===== config.mk =====
export PLATFORM = sky130hd
export DESIGN_NAME = i2c_eeprom_target
export DESIGN_NICKNAME = d
export VERILOG_FILES = /design/src/rtl/ee_pkg.sv /design/src/rtl/ee_bus_sync.sv /design/src/rtl/ee_prog_timer.sv /design/src/rtl/ee_mem_array.sv /design/src/rtl/i2c_eeprom_target.sv
export SDC_FILE = /design/constraint.sdc
export NUM_CORES = 2
export LEC_CHECK = 0
export BUFFER_PORTS_ARGS = -buffer_cell sky130_fd_sc_hd__buf_2
export CAP_MARGIN = 20
export CORE_UTILIZATION = 34
export CTS_CLUSTER_DIAMETER = 60
export DETAILED_ROUTE_END_ITERATION = 8
export HOLD_SLACK_MARGIN = 0.05
export PLACE_DENSITY = 0.57
export SLEW_MARGIN = 20
export SYNTH_ARGS = -nofsm -noshare
export SYNTH_HDL_FRONTEND = slang
export SYNTH_SLANG_ARGS = --single-unit

===== constraint.sdc =====
create_clock -name clk -period 2.9 [get_ports clk]
set_input_delay 0.58 -clock clk [delete_from_list [all_inputs] [get_ports clk]]
set_output_delay 0.58 -clock clk [all_outputs]
set_load 0.05 [all_outputs]

===== src/rtl/ee_pkg.sv =====
package ee_pkg;

  typedef enum logic [3:0] {
    ST_IDLE,
    ST_ADDR,
    ST_ADDR_ACK,
    ST_PTR,
    ST_PTR_ACK,
    ST_WDAT,
    ST_WDAT_ACK,
    ST_RDAT,
    ST_RACK
  } ee_state_e;

  // True when the upper nibble of a received address byte equals the device id.
  function automatic logic dev_match(input logic [7:0] b, input logic [3:0] id);
    return b[7:4] == id;
  endfunction

  // Bit to present after idx bits have already been shifted out, MSB first.
  function automatic logic msb_first_bit(input logic [7:0] b, input logic [3:0] idx);
    logic [2:0] pos;
    pos = 3'd7 - idx[2:0];
    return b[pos];
  endfunction

endpackage


===== src/rtl/ee_bus_sync.sv =====
module ee_bus_sync #(
  parameter int STAGES = 2
) (
  input  logic clk,
  input  logic rst_n,
  input  logic scl_i,
  input  logic sda_i,
  output logic scl_s,
  output logic sda_s,
  output logic scl_rise,
  output logic scl_fall,
  output logic start_evt,
  output logic stop_evt
);
  logic [STAGES-1:0] scl_pipe, sda_pipe;
  logic scl_q, sda_q;

  always_ff @(posedge clk or negedge rst_n) begin
    if (!rst_n) begin
      scl_pipe <= '1;
      sda_pipe <= '1;
      scl_q    <= 1'b1;
      sda_q    <= 1'b1;
    end else begin
      scl_pipe <= {scl_pipe[STAGES-2:0], scl_i};
      sda_pipe <= {sda_pipe[STAGES-2:0], sda_i};
      scl_q    <= scl_pipe[STAGES-1];
      sda_q    <= sda_pipe[STAGES-1];
    end
  end

  assign scl_s     = scl_pipe[STAGES-1];
  assign sda_s     = sda_pipe[STAGES-1];
  assign scl_rise  = scl_s & ~scl_q;
  assign scl_fall  = ~scl_s & scl_q;
  assign start_evt = scl_s & scl_q & sda_q & ~sda_s;
  assign stop_evt  = scl_s & scl_q & ~sda_q & sda_s;
endmodule


===== src/rtl/ee_prog_timer.sv =====
module ee_prog_timer #(
  parameter int CYCLES = 2000
) (
  input  logic clk,
  input  logic rst_n,
  input  logic kick,
  output logic busy
);
  localparam int CW = $clog2(CYCLES + 1);
  localparam logic [CW-1:0] LOAD = CW'(CYCLES);
  logic [CW-1:0] remain;

  always_ff @(posedge clk or negedge rst_n) begin
    if (!rst_n)             remain <= '0;
    else if (kick)          remain <= LOAD;
    else if (remain != '0)  remain <= remain - 1'b1;
  end

  assign busy = (remain != '0);
endmodule


===== src/rtl/ee_mem_array.sv =====
module ee_mem_array #(
  parameter int AW = 7
) (
  input  logic          clk,
  input  logic          rst_n,
  input  logic          we,
  input  logic [AW-1:0] waddr,
  input  logic [7:0]    wdata,
  input  logic [AW-1:0] raddr,
  output logic [7:0]    rdata
);
  localparam int DEPTH = 1 << AW;
  logic [7:0] cells [DEPTH];

  always_ff @(posedge clk or negedge rst_n) begin
    if (!rst_n) begin
      for (int i = 0; i < DEPTH; i++) cells[i] <= 8'h00;
    end else if (we) begin
      cells[waddr] <= wdata;
    end
  end

  assign rdata = cells[raddr];
endmodule


===== src/rtl/i2c_eeprom_target.sv =====
module i2c_eeprom_target
  import ee_pkg::*;
#(
  parameter int         AW          = 7,
  parameter int         PROG_CYCLES = 2000,
  parameter int         SYNC_STAGES = 2,
  parameter logic [3:0] DEV_ID      = 4'b1010
) (
  input  logic clk,
  input  logic rst_n,
  input  logic scl_i,
  input  logic sda_i,
  input  logic wr_en_i,
  output logic sda_oe
);
  localparam logic [3:0] BITS_DONE = 4'd8;

  logic scl_s, sda_s, scl_rise, scl_fall, start_evt, stop_evt;
  logic busy, prog_start, byte_done;
  ee_state_e state;
  logic [3:0]    cnt;
  logic [7:0]    sh, tx, pend_data, rd_byte;
  logic [AW-1:0] ptr, pend_addr;
  logic          pend_valid, rw, mack;

  ee_bus_sync #(.STAGES(SYNC_STAGES)) u_sync (
    .clk(clk), .rst_n(rst_n), .scl_i(scl_i), .sda_i(sda_i),
    .scl_s(scl_s), .sda_s(sda_s), .scl_rise(scl_rise), .scl_fall(scl_fall),
    .start_evt(start_evt), .stop_evt(stop_evt)
  );

  ee_prog_timer #(.CYCLES(PROG_CYCLES)) u_tmr (
    .clk(clk), .rst_n(rst_n), .kick(prog_start), .busy(busy)
  );

  ee_mem_array #(.AW(AW)) u_mem (
    .clk(clk), .rst_n(rst_n), .we(prog_start), .waddr(pend_addr),
    .wdata(pend_data), .raddr(ptr), .rdata(rd_byte)
  );

  // Commit happens on a STOP while an enabled data byte is pending.
  assign prog_start = stop_evt & pend_valid & ~busy;
  assign byte_done  = scl_fall & (cnt == BITS_DONE);

  always_ff @(posedge clk or negedge rst_n) begin
    if (!rst_n) begin
      state      <= ST_IDLE;
      cnt        <= '0;
      sh         <= '0;
      tx         <= '0;
      ptr        <= '0;
      pend_addr  <= '0;
      pend_data  <= '0;
      pend_valid <= 1'b0;
      rw         <= 1'b0;
      mack       <= 1'b0;
      sda_oe     <= 1'b0;
    end else if (busy) begin
      state      <= ST_IDLE;
      sda_oe     <= 1'b0;
      pend_valid <= 1'b0;
    end else if (start_evt) begin
      state      <= ST_ADDR;
      cnt        <= '0;
      sda_oe     <= 1'b0;
      pend_valid <= 1'b0;
    end else if (stop_evt) begin
      state      <= ST_IDLE;
      sda_oe     <= 1'b0;
      pend_valid <= 1'b0;
    end else begin
      case (state)
        ST_ADDR, ST_PTR, ST_WDAT: begin
          if (scl_rise && cnt != BITS_DONE) begin
            sh  <= {sh[6:0], sda_s};
            cnt <= cnt + 4'd1;
          end else if (byte_done) begin
            sda_oe <= 1'b1;
            if (state == ST_ADDR) begin
              if (dev_match(sh, DEV_ID)) begin
                state <= ST_ADDR_ACK;
                rw    <= sh[0];
              end else begin
                state  <= ST_IDLE;
                sda_oe <= 1'b0;
              end
            end else if (state == ST_PTR) begin
              ptr   <= sh[AW-1:0];
              state <= ST_PTR_ACK;
            end else begin
              pend_data  <= sh;
              pend_addr  <= ptr;
              pend_valid <= wr_en_i;
              ptr        <= ptr + 1'b1;
              state      <= ST_WDAT_ACK;
            end
          end
        end
        ST_ADDR_ACK: begin
          if (scl_fall) begin
            cnt <= '0;
            if (rw) begin
              state  <= ST_RDAT;
              tx     <= rd_byte;
              sda_oe <= ~rd_byte[7];
            end else begin
              state  <= ST_PTR;
              sda_oe <= 1'b0;
            end
          end
        end
        ST_PTR_ACK, ST_WDAT_ACK: begin
          if (scl_fall) begin
            state  <= ST_WDAT;
            cnt    <= '0;
            sda_oe <= 1'b0;
          end
        end
        ST_RDAT: begin
          if (scl_rise && cnt != BITS_DONE) begin
            cnt <= cnt + 4'd1;
          end else if (scl_fall) begin
            if (cnt == BITS_DONE) begin
              state  <= ST_RACK;
              sda_oe <= 1'b0;
              ptr    <= ptr + 1'b1;
            end else begin
              sda_oe <= ~msb_first_bit(tx, cnt);
            end
          end
        end
        ST_RACK: begin
          if (scl_rise) begin
            mack <= ~sda_s;
          end else if (scl_fall) begin
            if (mack) begin
              state  <= ST_RDAT;
              cnt    <= '0;
              tx     <= rd_byte;
              sda_oe <= ~rd_byte[7];
            end else begin
              state  <= ST_IDLE;
              sda_oe <= 1'b0;
            end
          end
        end
        default: ;
      endcase
    end
  end
endmodule


==> run_results.csv <==
group,metric,value,unit
worst_setup_path,critPathLaunch,"ptr[1]",
worst_setup_path,critPathKind,"register to register",
logic_synthesis,yosysTopAreaCell,"dfrtp_1",
run,max_cap_viol_count,0,
placed_design,globalplace.congestion,0.838,
worst_setup_path,worst_ep_required_time,3.54,ns
floorplan,fp.dieW,387,µm
sta,fin_tns_setup,0,ns
sta,fin_crit,2.83,ns
logic_synthesis,synth_top_family_by_area,"multiplexers",
clock_network,h-tree-depth,3,
worst_setup_path,r2r_cells,8,
sta,fin_worst_skew,0.0328,ns
power_and_ir_drop,power.density,535,nW/µm²
logic_synthesis,syn_area_per_cell,15.1,µm²
worst_setup_path,start_kind,"register",
logic_synthesis,synthMuxAreaShare,35.7,%
logic_synthesis,syn_area,50500,µm²
logic_synthesis,synth_cell_types,68,
global_routing,grt_antenna_before_repair,4,
sta,tightest_slew,1.08,ns
logic_synthesis,ys_seq_elements,1091,
worst_setup_path,r2r-end,"tx[7]",
sta,timing.fmax,353,MHz
logic_synthesis,synth_edf_count,0,
logic_synthesis,yosys.area.top_type_share,53.8,%
floorplan,core.rowCount,141,
worst_setup_path,cp.depth,8,
worst_setup_path,slowest_stage,"dfrtp_4",
worst_setup_path,cp.arrival,3.47,ns
logic_synthesis,synthCells,3349,
logic_synthesis,synth-simple-area-share,4.33,%
drt,avgRoutedWirePerCell,24.9,µm
drt,drt-total-wl,139,mm
clock_network,clkTransAtPathRegs,0.06,ns
power_and_ir_drop,power.leakage,0.0270,µW
worst_setup_path,critPathBufInv,2,
logic_synthesis,synth_commonest_cells,"dfrtp_1 (1085), mux2_2 (959), mux4_2 (220)",
worst_setup_path,crit_fanout,11,
floorplan,dieArea,150000,µm²
placed_design,dp_cells,5327,
drt,drt_iter0_markers,1642,
sta,max_slew_margin,28.0,%
logic_synthesis,synthesis.nets,3359,
worst_setup_path,reg2reg_slack,0.07,ns
drt,num_vias,30000,
cells_and_area,drive_gt1_share,50.2,%
power_and_ir_drop,ir_worst_vdd,413,µV
floorplan,die-height,387,µm
hold_path,holdCritPathClass,"input port to async pin",
global_routing,grt_use_total,18.8,%
global_routing,grt_max_degree,99,
drt,avgViaCountPerCell,5.39,
sta,hold_viol,0,
sta,final.period_utilization,97.7,%
logic_synthesis,synth-xor-area-share,0.0347,%
cells_and_area,final_cells,5557,
logic_synthesis,synth_compound_area_share,3.53,%
worst_setup_path,end_kind,"register",
worst_setup_path,cp_top_family,"multiplexers",
logic_synthesis,seq_area_frac_synth,54.1,%
drt,drt_pass1_iterations,6,
global_routing,grt_pass1_vias,31600,
clock_network,clockBufferDepth,3,
logic_synthesis,synth_warnings,0,
status,status,"finished, final reports clean",
global_routing,overflow,0,
logic_synthesis,async_reset_ff_share,100,%
sta,slew_viol_final,0,
clock_network,cts_tree,"built",
worst_setup_path,crit_top_cell,"buf_4",
logic_synthesis,synthAdderAreaFrac,0.124,%
clock_network,cts.sinks,1091,
placed_design,hpwl,93.1,mm
drt,drc_errors,0,
worst_setup_path,slowest_delay,0.53,ns
placed_design,io_buffers,5,
worst_setup_path,endpoint,"tx[7]",
logic_synthesis,yosys-top-cells-area,"dfrtp_1 (54%), mux2_2 (21%), mux4_2 (9.8%), mux2_1 (2.3%), mux2i_1 (2.2%)",
logic_synthesis,yosysMostFrequentCell,"dfrtp_1",
clock_network,cts_inserted_buffers,121,
worst_setup_path,worstPathCellList,"buf_4 -> mux4_2 -> nor2_1 -> o311ai_0 -> buf_4 -> a31oi_1 -> a32oi_4 -> mux2_2",
cells_and_area,area_delta_synth_final,16.9,%
cells_and_area,fin_nets,3542,
sta,holdWs,0.354,ns
floorplan,boundaryPins,6,
worst_setup_path,r2r-start,"ptr[1]",
sta,setup_viol,0,
logic_synthesis,ys.flop_type,"dfrtp_1",
clock_network,clk_latency,0.76,ns
drt,ant_nets,0,
clock_network,cts_root_buffer,"clkbuf_16",
floorplan,core,148000,µm²
floorplan,start_util,34.2,%
global_routing,grt_pass1_wl,213,mm
state kept, by name, summed over array words and instances (netlist names), 7 cells and up:
signal / cells
tx: 8
ptr: 7
u_mem.cells: 1024
sh: 8
pend_addr: 7
pend_data: 8
u_tmr.remain: 11
power breakdown:
part	total (µW)	internal [µW]	leakage [µW]	switching, µW
Combinational	639	188	0.00988	451
Sequential	15400	15300	0.0152	101
Clock	15600	9100	0.00196	6460
Total	31600	24600	0.0270	7010
final cells by class:
| type | count | area [µm²] |
|---|---|---|
| antenna | 2 | 5.00 |
| clock buffer | 175 | 3480 |
| clock inverter | 41 | 510 |
| fill | 13600 | 88600 |
| inverter | 11 | 41.3 |
| multi-input combinational | 2002 | 22200 |
| sequential | 1091 | 27400 |
| tap | 1930 | 2410 |
| timing repair buffer | 305 | 3090 |
how the worst min path moves through the flow:
stage                  startpoint  slack [ns]                  to
2_1_floorplan               rst_n        0.28              cnt[0]
3_3_place_gp   u_sync.sda_pipe[0]        0.36  u_sync.sda_pipe[1]
3_5_place_dp   u_sync.scl_pipe[0]        0.35  u_sync.scl_pipe[1]
4_1_cts                     rst_n        0.34    u_mem.cells[619]
5_1_grt        u_sync.scl_pipe[0]        0.36  u_sync.scl_pipe[1]
6_report                    rst_n        0.35    u_mem.cells[611]
cell usage in the layout (no fill, tap or decap), drive strengths merged, types with 5 or more instances in the layout:
master / Yosys / routed
o21ai: 19 / 19
o31ai: 13 / 13
inv: 11 / 18
and2: 11 / 11
nand3b: 6 / 6
mux2: 1062 / 1062
nor2: 111 / 111
bufinv: 0 / 9
nor4b: 5 / 5
clkbuf: 166 / 175
o221ai: 10 / 10
o311ai: 6 / 6
a31oi: 9 / 9
a211oi: 36 / 36
nor3: 28 / 28
clkinv: 0 / 21
nor2b: 22 / 22
o22ai: 23 / 23
o211ai: 5 / 5
nand2: 100 / 100
mux2i: 110 / 110
nand4: 5 / 5
dfstp: 6 / 6
and3: 11 / 11
nand3: 25 / 25
buf: 79 / 301
ha: 5 / 5
a22o: 16 / 16
mux4: 220 / 220
a221oi: 12 / 12
a21oi: 38 / 38
nand2b: 9 / 9
a22oi: 37 / 37
or3b: 5 / 5
dfrtp: 1085 / 1085
what timing repair did:
action                     in CTS  in global routing
pin swaps                       0                  3
buffers inserted                0                  8
resized for setup               4                 12
setup endpoints to repair       4                 57
hold buffers                    4                  0
hold endpoints to repair       40                  0
kinds of logic after synthesis:
family          after synthesis
xor+xnor                      2
compound gates              250
mux                        1392
simple gates                353
fa+ha+maj                     5
flops                      1091
buf+inv                     256
per-layer routing:
metal | share of wire [%] | global-route usage (%) | routed length, µm
met5 | 0.0094 | 0 | 13
met1 | 46 | 26.0 | 63200
met4 | 3.0 | 5.97 | 4210
met3 | 4.9 | 3.71 | 6800
met2 | 46 | 29.5 | 64400
through the flow:
stage | worst slack (ns) | util (%) | instance area, µm² | power, µW
global route | -0.000425 | 40.0 | 59000 | 32700
CTS | 0.00404 | 39.9 | 58900 | 32000
floorplan | 0.363 | - | 50500 | 15900
global placement | -0.138 | 37.1 | 54800 | 16300
detailed placement | -0.158 | 37.1 | 54800 | 16300
finish | 0.0675 | 40.0 | 59100 | 31600
(Power assumes the default switching activity.)
